### src/rtl/ob_servo.sv
module ob_servo #(
  parameter int PIX_W   = 12,
  parameter int TGT_W   = 8,
  parameter int FRAC    = 3,
  parameter int CNT_W   = 16,
  parameter int TGT_RST = 128
) (
  input  logic             clk,
  input  logic             rst,
  input  logic [PIX_W-1:0] pix_in,
  input  logic             win_in,
  input  logic             track_off,
  input  logic             cfg_we,
  input  logic [TGT_W-1:0] cfg_level,
  input  logic             cfg_act_hi,
  output logic [PIX_W-1:0] pix_out
);
  localparam int OFF_W  = PIX_W + 1 + FRAC;
  localparam int CALC_W = PIX_W + 3;
  localparam int SUM_W  = PIX_W + 2 + CNT_W;
  localparam logic [CNT_W-1:0] CNT_MAX = '1;
  localparam logic signed [CALC_W-1:0] PIX_TOP = CALC_W'((1 << PIX_W) - 1);
  localparam logic signed [SUM_W-1:0] OFF_HI = SUM_W'((1 << (OFF_W - 1)) - 1);
  localparam logic signed [SUM_W-1:0] OFF_LO = -OFF_HI - SUM_W'(1);

  logic [TGT_W-1:0]        level_q;
  logic                    act_hi_q;
  logic                    win_q;
  logic signed [OFF_W-1:0] off_q;
  logic signed [SUM_W-1:0] sum_q;
  logic [CNT_W-1:0]        cnt_q;

  logic                     win_now;
  logic signed [CALC_W-1:0] off_int, raw, err;
  logic [PIX_W-1:0]         pix_sat;
  logic signed [SUM_W-1:0]  mean, off_sum;
  logic signed [OFF_W-1:0]  off_next;
  logic                     win_end;

  assign win_now = ~(win_in ^ act_hi_q);
  assign win_end = win_q & ~win_now & ~track_off & (cnt_q != '0);
  assign off_int = CALC_W'(off_q >>> FRAC);
  assign raw     = $signed({3'b000, pix_in}) - off_int
                 + $signed({{(CALC_W-TGT_W){1'b0}}, level_q});
  assign pix_sat = (raw < 0) ? '0 : ((raw > PIX_TOP) ? '1 : raw[PIX_W-1:0]);
  assign err     = $signed({3'b000, pix_sat}) - $signed({{(CALC_W-TGT_W){1'b0}}, level_q});
  assign mean    = sum_q / $signed(SUM_W'(cnt_q));
  assign off_sum = SUM_W'(off_q) + mean;
  assign off_next = (off_sum > OFF_HI) ? OFF_W'(OFF_HI) :
                    ((off_sum < OFF_LO) ? OFF_W'(OFF_LO) : OFF_W'(off_sum));

  always_ff @(posedge clk) begin
    if (rst) begin
      level_q  <= TGT_W'(TGT_RST);
      act_hi_q <= 1'b0;
      win_q    <= 1'b0;
      off_q    <= '0;
      sum_q    <= '0;
      cnt_q    <= '0;
      pix_out  <= '0;
    end else begin
      pix_out <= pix_sat;
      win_q   <= win_now;
      if (cfg_we) begin
        level_q  <= cfg_level;
        act_hi_q <= cfg_act_hi;
      end
      if (win_now && !track_off) begin
        if (cnt_q != CNT_MAX) begin
          sum_q <= sum_q + SUM_W'(err);
          cnt_q <= cnt_q + 1'b1;
        end
      end else begin
        sum_q <= '0;
        cnt_q <= '0;
        if (win_end) off_q <= off_next;
      end
    end
  end
endmodule


### config.mk
export PLATFORM = sky130hd
export DESIGN_NAME = ob_servo
export DESIGN_NICKNAME = d
export VERILOG_FILES = /design/src/rtl/ob_servo.sv
export SDC_FILE = /design/constraint.sdc
export NUM_CORES = 1
export LEC_CHECK = 0
export CORE_MARGIN = 3
export CORE_UTILIZATION = 35
export DETAILED_ROUTE_END_ITERATION = 12
export DONT_BUFFER_PORTS = 1
export GPL_TIMING_DRIVEN = 0
export SYNTH_ARGS = -nofsm -noshare
export SYNTH_HDL_FRONTEND = slang
export SYNTH_SLANG_ARGS = --single-unit
### constraint.sdc
create_clock -name clk -period 87.3 [get_ports clk]
set_clock_uncertainty 0.15 [all_clocks]
set_input_delay 26.19 -clock clk [delete_from_list [all_inputs] [get_ports clk]]
set_output_delay 26.19 -clock clk [all_outputs]
set_load 0.005 [all_outputs]
* After elaboration in Yosys (flattened, before gate mapping)
Index checks and enable logic that the tools add are counted.
** Storage, ports and cells
- Bits of input ports :: 26
- Logic and storage cells :: 35
- Output and inout port bits :: 12
- Register bits :: 84
** Operators by class
- Equality and inequality tests :: 1
- Div/mod/pow operators :: 1
- Magnitude comparators :: 4
- Reductions and logical operators :: 5
- $add $sub $neg :: 6
- Muxes and demuxes :: 4
- Bitwise gates (word level) :: 7
** Operators by type and width (count)
- 16-bit two-way mux :: 2
- 16-bit by 30-bit adder with 30-bit output :: 1
- 30-bit by 13-bit adder with 30-bit output :: 1
- 30-bit by 17-bit divider with 30-bit output :: 1
- 30-bit by 16-bit > comparator with 1-bit output (second input constant) :: 1
- 30-bit by 16-bit less-than comparator with 1-bit output (second input constant) :: 1
- 12-bit two-way mux :: 2
- 16-bit by 1-bit adder with 16-bit output (second input constant) :: 1
- 16-bit != test (second input constant) :: 1
- 16-bit nonzero test :: 1
- 14-bit by 9-bit adder with 15-bit output :: 1
- 15-bit by 13-bit > comparator with 1-bit output (second input constant) :: 1
- 15-bit by 1-bit less-than comparator with 1-bit output (second input constant) :: 1
- 13-bit by 13-bit subtractor with 14-bit output :: 1
- 12-bit by 8-bit subtractor with 13-bit output :: 1
- 1-bit bitwise AND :: 3
- 1-bit NOT :: 3
- 2-bit AND reduction :: 1
- 2-bit OR reduction :: 1
- 1-bit logical AND :: 1
- 1-bit zero test :: 1
- 1-bit XOR :: 1

* Logic depth before layout (Yosys ltp)
Gate-level depths: netlist (run 1).
- Depth in word-level cells :: 7
- Mapped depth :: 469

* Worst setup path after synthesis (run 1)
Ideal clock, no wire load.
- Path kind :: flip-flop to flip-flop
- Start point :: reg sum_q[24]
- End point :: reg off_q[11]
- Clock period less this slack :: 87137 ps
- Required time :: 87080 ps
- Slack :: 163 ps
- Setup time :: 70 ps
- Path buffers :: 38
- Cell stages (with the launch flop) :: 440
- Arrival time :: 86917 ps
- Path through :: dfxtp_1 or3_1 or4_1 nor4_1 ha_1 o2111ai_1 mux2_2 ha_1 o21a_1 nor2_1 and3b_1 clkbuf_1 nand2_1 o21a_1 ha_1 o211ai_1 nand2_1 and3_1 [... 404 more ...] o21a_1 o21a_1 o21a_1 o21a_1 o21a_1 o21a_1 o21a_1 nor2_1 nor2_1 o21ai_0 nand2b_1 a21oi_1 xnor2_1 or4_1 nand3_1 buf_4 nand2_1 a21oi_1
** Between the ends
- Longest elaborated chain between the ends :: 5
- Elaborated cells on any way between the ends :: 6
- Classes of those cells :: 1 x add/sub; 1 x div; 2 x order compare; 2 x mux
** Ends and longest elaborated chain
- start, declared :: RTL line 30 : logic signed [SUM_W-1:0] sum_q;
- start signal, assigned :: RTL line 70 : sum_q <= sum_q + SUM_W'(err);
- 30-bit by 17-bit divider with 30-bit output * :: RTL line 47 : assign mean = sum_q / $signed(SUM_W'(cnt_q));
- 16-bit by 30-bit adder with 30-bit output * :: RTL line 48 : assign off_sum = SUM_W'(off_q) + mean;
- 30-bit by 16-bit less-than comparator with 1-bit output :: RTL line 50 : ((off_sum < OFF_LO) ? OFF_W'(OFF_LO) : OFF_W'(off_sum));
- 16-bit two-way mux :: RTL line 50
- 16-bit two-way mux * :: RTL line 49 : assign off_next = (off_sum > OFF_HI) ? OFF_W'(OFF_HI) :
- end signal, assigned :: RTL line 76 : if (win_end) off_q <= off_next;
- end, declared :: RTL line 29 : logic signed [OFF_W-1:0] off_q;
Every way passes the cells marked *; elsewhere a longest branch is shown, timed or not.
A chain may end at the register's enable or synchronous reset.

* Final worst setup path (run 1)
- Start point :: reg sum_q[24]
- End point :: reg off_q[4]
The elaborated chain is that of the path after synthesis.

==> key figures, run 1 <==
Outcome
  • Status: complete, no violations

STA
  • Tmin final: 83770 ps
  • Slew @ Worst Pin: 1420 ps
  • Slew headroom: 5.28%
  • Max Freq: 11.9 MHz
  • Final setup fails: 0
  • Hold Vio Cnt, Final: 0
  • Max Transition Viols Final: 0
  • Setup_tns: 0 ps
  • Final Cycle Share: 96.0%

Clock network
  • Inserted Clock Buffers: 9
  • CTS tree: built
  • H-Tree Depth: 3
  • Clk slew on worst S/H paths: 60 ps
  • Sink Count: 84
  • CTS root buf: clkbuf_16
  • Clk_lat worst skew: 340 ps
  • Clock Tree Buf Depth: 2

Floorplanning
  • Die width: 287 µm
  • # IOs: 38
  • DIE AREA: 0.0822 mm²
  • Site row count: 102
  • Placeable Area: 0.0777 mm²
  • Initial Util: 35.5%
  • Die Y: 287 µm

Routing
  • Via density: 5.74
  • Via count: 29661
  • Routed wire length: 88200 µm
  • Post-route ant nets: 0
  • Wire length per cell: 17.1 µm
  • DRT iter0 DRCs: 1877
  • First-pass DRT Iterations: 5
  • # DRC: 0

Worst setup path
  • Worst r2r src: sum_q[24]$_SDFFE_PP0P_
  • Critical Path RT: 87430 ps
  • WP data arrival: 83900 ps
  • Slowest stage delay, CP: 580 ps
  • Crit-path slowest cell: or4_4
  • R2r setup slk: 3530 ps
  • R2R cell count: 450
  • Critical path peak fanout: 10
  • Worst setup SP type: flop
  • WS Path Type: reg2reg
  • Reg-to-reg endpoint: off_q[4]$_SDFFE_PP0P_
  • CP most frequent cell: o21a_1
  • Critical Path Sink Type: flop

Final layout
  • Commonest non-fill, non-tap cell in the layout: ha_1
  • Share of post-route cells with drive strength above 1: 20.3%
  • Fill cells: 7796
  • Nets: 4608
  • Most frequent cells in the layout: ha_1, nand2_1, nor2_1, a21oi_1, buf_4
  • Post-route core utilization: 43.4%
  • P&R area growth vs syn: 22.3%
  • Fin cells: 5167

Logic synthesis
  • Sequential area share after synthesis: 6.10%
  • Mapped Cells: 3864
  • Synth Cell Area: 0.0276 mm²
  • Synth cell types: 118
  • Top_reg_cell synth: dfxtp_1
  • YS warnings: 0
  • Syn_area_per_cell: 7.13 µm²
  • EDFF count, synth: 0
  • Mapped Nets: 4351
  • Async SR Flop Fraction: 0%
  • Synth Register Bits: 84

Hold path
  • Hold Path Depth: 2
  • Worst hold path class: reg2reg
  • Hold wc startpoint: level_q[1]$_SDFFE_PP0P_
  • Min-Delay Endpoint: level_q[1]$_SDFFE_PP0P_

Placement
  • Placer congestion estimate: 0.878
  • IO buf count: 0
  • Dpl hpwl: 66600 µm
  • Placed Cells: 4905

Global route
  • Largest net degree at the start of global routing: 33
  • Gr usage total: 20.0%
  • Antenna violations before repair: 1
  • Total grt overflow: 0
  • Vias in the first global route: 27371
  • First-pass GRT wire length: 138000 µm

Flow run
  • Max_cap viols: 0
[cells by family (layout without fill, tap and decap cells)]
logic type | count (synthesis) | in the layout | share of synthesized area [%]
flip-flops | 84 | 84 | 6.10
adder cells (fa/ha/maj) | 461 | 461 | 21.2
XOR/XNOR | 312 | 312 | 9.91
multiplexers | 117 | 117 | 4.70
buffers and inverters | 278 | 539 | 3.95
AO/OA/AOI/OAI | 1224 | 1224 | 29.5
AND/OR/NAND/NOR | 1388 | 1389 | 24.6
other | 0 | 1 | 0
[per-layer routing]
metal  GRT usage (%)  vias up  wire length [µm]
met5               0        -                10
met4            4.53        2              1740
met3            1.41      120              4320
met2            33.5      708             40000
met1            27.8    13933             42100
li1                -    14898                 -
[area by class of cell]
| class | count | area (µm²) | share of cell area (%) |
|---|---|---|---|
| repair buffers | 254 | 2020 | 6.00 |
| multi-input cells | 3503 | 27000 | 80.0 |
| well taps | 1040 | 1300 | 3.86 |
| clock buffers | 12 | 256 | 0.761 |
| plain buffers | 98 | 781 | 2.32 |
| clock inverters | 4 | 47.5 | 0.141 |
| flip-flops and latches | 84 | 1690 | 5.00 |
| inverters | 171 | 651 | 1.93 |
| diodes | 1 | 2.50 | 0.00742 |
[synthesized netlist by cell type (36+ instances only)]
cell type	count	area, µm²
ha_1	450	5630
nor2_1	368	1380
nand2_1	360	1350
a21oi_1	355	1780
xnor2_1	218	1910
nor3_1	208	1040
o21a_1	183	1370
o21ai_0	171	856
inv_1	169	634
a21o_1	103	773
xor2_1	94	823
dfxtp_1	84	1680
mux2_2	79	890
o31ai_1	77	578
nand3_1	73	365
clkbuf_1	72	270
or2_2	53	332
o21bai_1	48	360
nand2b_1	43	269
and2_1	42	263
nand4_1	37	231
a31oi_1	36	225
[state kept, by name, summed over array words and instances, names as in the netlist]
signal and count:
sum_q 30, cnt_q 16, off_q 16, pix_out 12, level_q 8, act_hi_q 1, win_q 1
[critical path: cells and delay by family (launching register included)]
kind                       cells  cell delay, ps
muxes                          7            2070
AOI/OAI and AO/OA            263           48660
DFF                            1             370
buffers and inverters         43            6510
and+or+nand+nor              104           16250
adders and majority gates     32            9270
xor gates and xnor gates       1             120
[worst max-delay path by stage]
stage | startpoint | endpoint | slack [ps] | depth (start not counted)
finish | sum_q[24]$_SDFFE_PP0P_ | off_q[4]$_SDFFE_PP0P_ | 3530 | 450
global route | sum_q[24]$_SDFFE_PP0P_ | off_q[10]$_SDFFE_PP0P_ | -870 | 449
CTS | sum_q[24]$_SDFFE_PP0P_ | off_q[5]$_SDFFE_PP0P_ | 20 | 440
detailed placement | sum_q[14]$_SDFFE_PP0P_ | off_q[13]$_SDFFE_PP0P_ | -19260 | 437
global placement | cnt_q[0]$_SDFFE_PP0P_ | off_q[5]$_SDFFE_PP0P_ | -19010 | 434
floorplan | sum_q[24]$_SDFFE_PP0P_ | off_q[11]$_SDFFE_PP0P_ | 160 | 439
[repair_timing]
action                     4_1_cts  5_1_grt
gates resized for setup        278      360
hold buffers                     0        0
pin swaps                       60      169
cloned                           0        5
buffers inserted                98      149
setup endpoints to repair       16       16
[per-stage QoR]
step	hold WS (ps)	worst slack, ps	instance area, µm²
floorplan	310	163	27600
global placement	325	-19010	28900
detailed placement	340	-19260	28900
CTS	352	16.8	30900
global route	382	-866	33700
finish	346	3530	33700
Power of run 1 is left out: the tool's default activity adds up to more than one toggle a clock period on the data nets, which glitch-free logic cannot reach.
==> run 2, diff against run 1 <==
CELL_PAD_IN_SITES_DETAIL_PLACEMENT = 0   (was unset)
CELL_PAD_IN_SITES_GLOBAL_PLACEMENT = 1   (was unset)
PLACE_DENSITY_LB_ADDON = 0.1   (was unset)
==> key figures, run 2 (synthesis results as in run 1) <==
Floorplanning
  • Site row count: 102 (unchanged)
  • Die Y: 287 µm (unchanged)
  • Placeable Area: 0.0777 mm² (unchanged)
  • Initial Util: 35.5% (unchanged)
  • DIE AREA: 0.0822 mm² (unchanged)
  • Die width: 287 µm (unchanged)
  • # IOs: 38 (unchanged)

Worst setup path
  • WS Path Type: reg2reg (unchanged)
  • Delay-heaviest family, CP: compound AO/OA/AOI/OAI gates (unchanged)
  • Crit path buffers/inverters: 48 (was 43)
  • WP data arrival: 84200 ps (was 83900 ps)
  • Critical Path RT: 87430 ps (about the same)
  • Critical path peak fanout: 10 (unchanged)
  • Slowest stage delay, CP: 510 ps (was 580 ps)
  • Worst setup SP type: flop (unchanged)
  • Crit-path slowest cell: or4b_4 (was or4_4)
  • CP most frequent cell: o21a_1 (unchanged)
  • Critical Path Sink Type: flop (unchanged)

Final layout
  • Ant diodes: 0 (was 1)
  • Largest register FFs: 30 (unchanged)
  • Commonest non-fill, non-tap cell in the layout: ha_1 (unchanged)
  • Final Instance Area: 0.0350 mm² (was 0.0337 mm²)
  • Fin cells: 5272 (was 5167)
  • Biggest regs: sum_q (30), cnt_q (16), off_q (16) (unchanged)
  • Share of post-route cells with drive strength above 1: 23.1% (was 20.3%)
  • Biggest register: sum_q (unchanged)
  • P&R area growth vs syn: 26.9% (was 22.3%)
  • Nets: 4714 (was 4608)
  • Post-route core utilization: 45.0% (was 43.4%)
  • Most frequent cells in the layout: ha_1, nand2_1, buf_4, nor2_1, a21oi_1 (was ha_1, nand2_1, nor2_1, a21oi_1, buf_4)

STA
  • Slew @ Worst Pin: 1380 ps (was 1420 ps)
  • Max Freq: 11.9 MHz (about the same)
  • Final setup fails: 0 (unchanged)
  • Tmin final: 84070 ps (was 83770 ps)
  • Slew headroom: 7.84% (was 5.28%)
  • Max Transition Viols Final: 0 (unchanged)
  • Hold Vio Cnt, Final: 0 (unchanged)
  • Final Cycle Share: 96.3% (was 96.0%)

Placement
  • Placer congestion estimate: 0.819 (was 0.878)
  • Dpl hpwl: 76900 µm (was 66600 µm)
  • IO buf count: 0 (unchanged)
  • Placed Cells: 4913 (was 4905)
  • Post-place instance area: 0.0290 mm² (was 0.0289 mm²)

Routing
  • Wire length per cell: 19.1 µm (was 17.1 µm)
  • Via density: 5.63 (was 5.74)
  • # DRC: 0 (unchanged)
  • Via count: 29692 (was 29661)
  • DRT iter0 DRCs: 1630 (was 1877)
  • Post-route ant nets: 0 (unchanged)
  • Routed wire length: 101000 µm (was 88200 µm)
  • First-pass DRT Iterations: 6 (was 5)

Hold path
  • Worst hold path class: reg2reg (unchanged)

Global route
  • Gr usage total: 22.7% (was 20.0%)
  • Total grt overflow: 0 (unchanged)
  • First-pass GRT wire length: 152000 µm (was 138000 µm)
  • Antenna violations before repair: 2 (was 1)
  • Vias in the first global route: 27147 (was 27371)
  • Largest net degree at the start of global routing: 31 (was 33)

Clock network
  • Clk slew on worst S/H paths: 70 ps (was 60 ps)
  • Post-CTS Hold Fix Bufs: 0 (unchanged)
  • Inserted Clock Buffers: 9 (unchanged)
  • H-Tree Depth: 3 (unchanged)
  • Clock Tree Buf Depth: 2 (unchanged)
  • CTS tree: built (unchanged)
  • CTS root buf: clkbuf_16 (unchanged)
  • Clk_lat worst skew: 350 ps (was 340 ps)
  • Sink Count: 84 (unchanged)

Outcome
  • Status: complete, no violations (unchanged)

Flow run
  • Max_cap viols: 0 (unchanged)
==> run 2: cell types whose count changed in the layout (fill, tap and decap cells not counted), moves of 4 or more <==
cell      delta
buf_4       +89
nand2_4      +4
inv_2        +8
nor2_1       -5
a211oi_1     -5
nor2_4       +9
nor4_2       -4
inv_1        -6
buf_12       +5
nor4_4       +4
o21ai_1      +4
o21a_1       -4
==> run 2: worst paths after layout <==
| path | startpoint | end | slack, ps | cells past startpoint |
|---|---|---|---|---|
| worst min-delay path | sum_q[5]$_SDFFE_PP0P_ | sum_q[5]$_SDFFE_PP0P_ | 340 | 2 |
| worst min register to register | sum_q[5]$_SDFFE_PP0P_ | sum_q[5]$_SDFFE_PP0P_ | 340 | 2 |
| worst max register to register | sum_q[24]$_SDFFE_PP0P_ | off_q[4]$_SDFFE_PP0P_ | 3230 | 454 |
| worst max-delay path | sum_q[24]$_SDFFE_PP0P_ | off_q[4]$_SDFFE_PP0P_ | 3230 | 454 |
==> run 2: worst register-to-register path, delay by kind of cell, from the launching register on <==
| kind | cells | cell delay, ps |
|---|---|---|
| fa+ha+maj | 32 | 9060 |
| buf+inv | 48 | 7490 |
| compound gates | 261 | 47890 |
| xor+xnor | 1 | 110 |
| flops | 1 | 360 |
| mux | 7 | 2010 |
| simple gates | 105 | 16920 |
==> run 2: final cells by class <==
cell class              count  area (µm²)
plain buffers              98         823
clock buffers              10         229
clock inverters             6        88.8
fillers                  7970       42700
inverters                 171         651
multi-input cells        3504       27300
flip-flops and latches     84        1690
well taps                1040        1300
repair buffers            359        2890
==> run 2: routing by layer <==
metal | GRT usage [%] | routed length, µm | vias to the layer above
li1 | - | - | 15130
met4 | 2.42 | 844 | 2
met2 | 36.3 | 44400 | 447
met1 | 34.2 | 52600 | 14063
met5 | 0 | 8 | -
met3 | 1.30 | 3030 | 50
==> run 2: stage by stage <==
step / TNS, ps / hold slack [ps] / worst slack, ps
finish: 0 / 345 / 3230
global route: -10510 / 371 / -675
CTS: 0 / 347 / 1.68
detailed placement: -371550 / 339 / -23290
global placement: -378850 / 326 / -23750
floorplan: 0 / 310 / 163
==> run 2: timing repair <==
| item | 4_1_cts | 5_1_grt |
|---|---|---|
| resized for setup | 331 | 385 |
| setup endpoints to repair | 16 | 16 |
| pin swaps | 70 | 284 |
| gates cloned | 1 | 10 |
| setup buffers | 104 | 237 |
Power of run 2 is left out for the same reason.
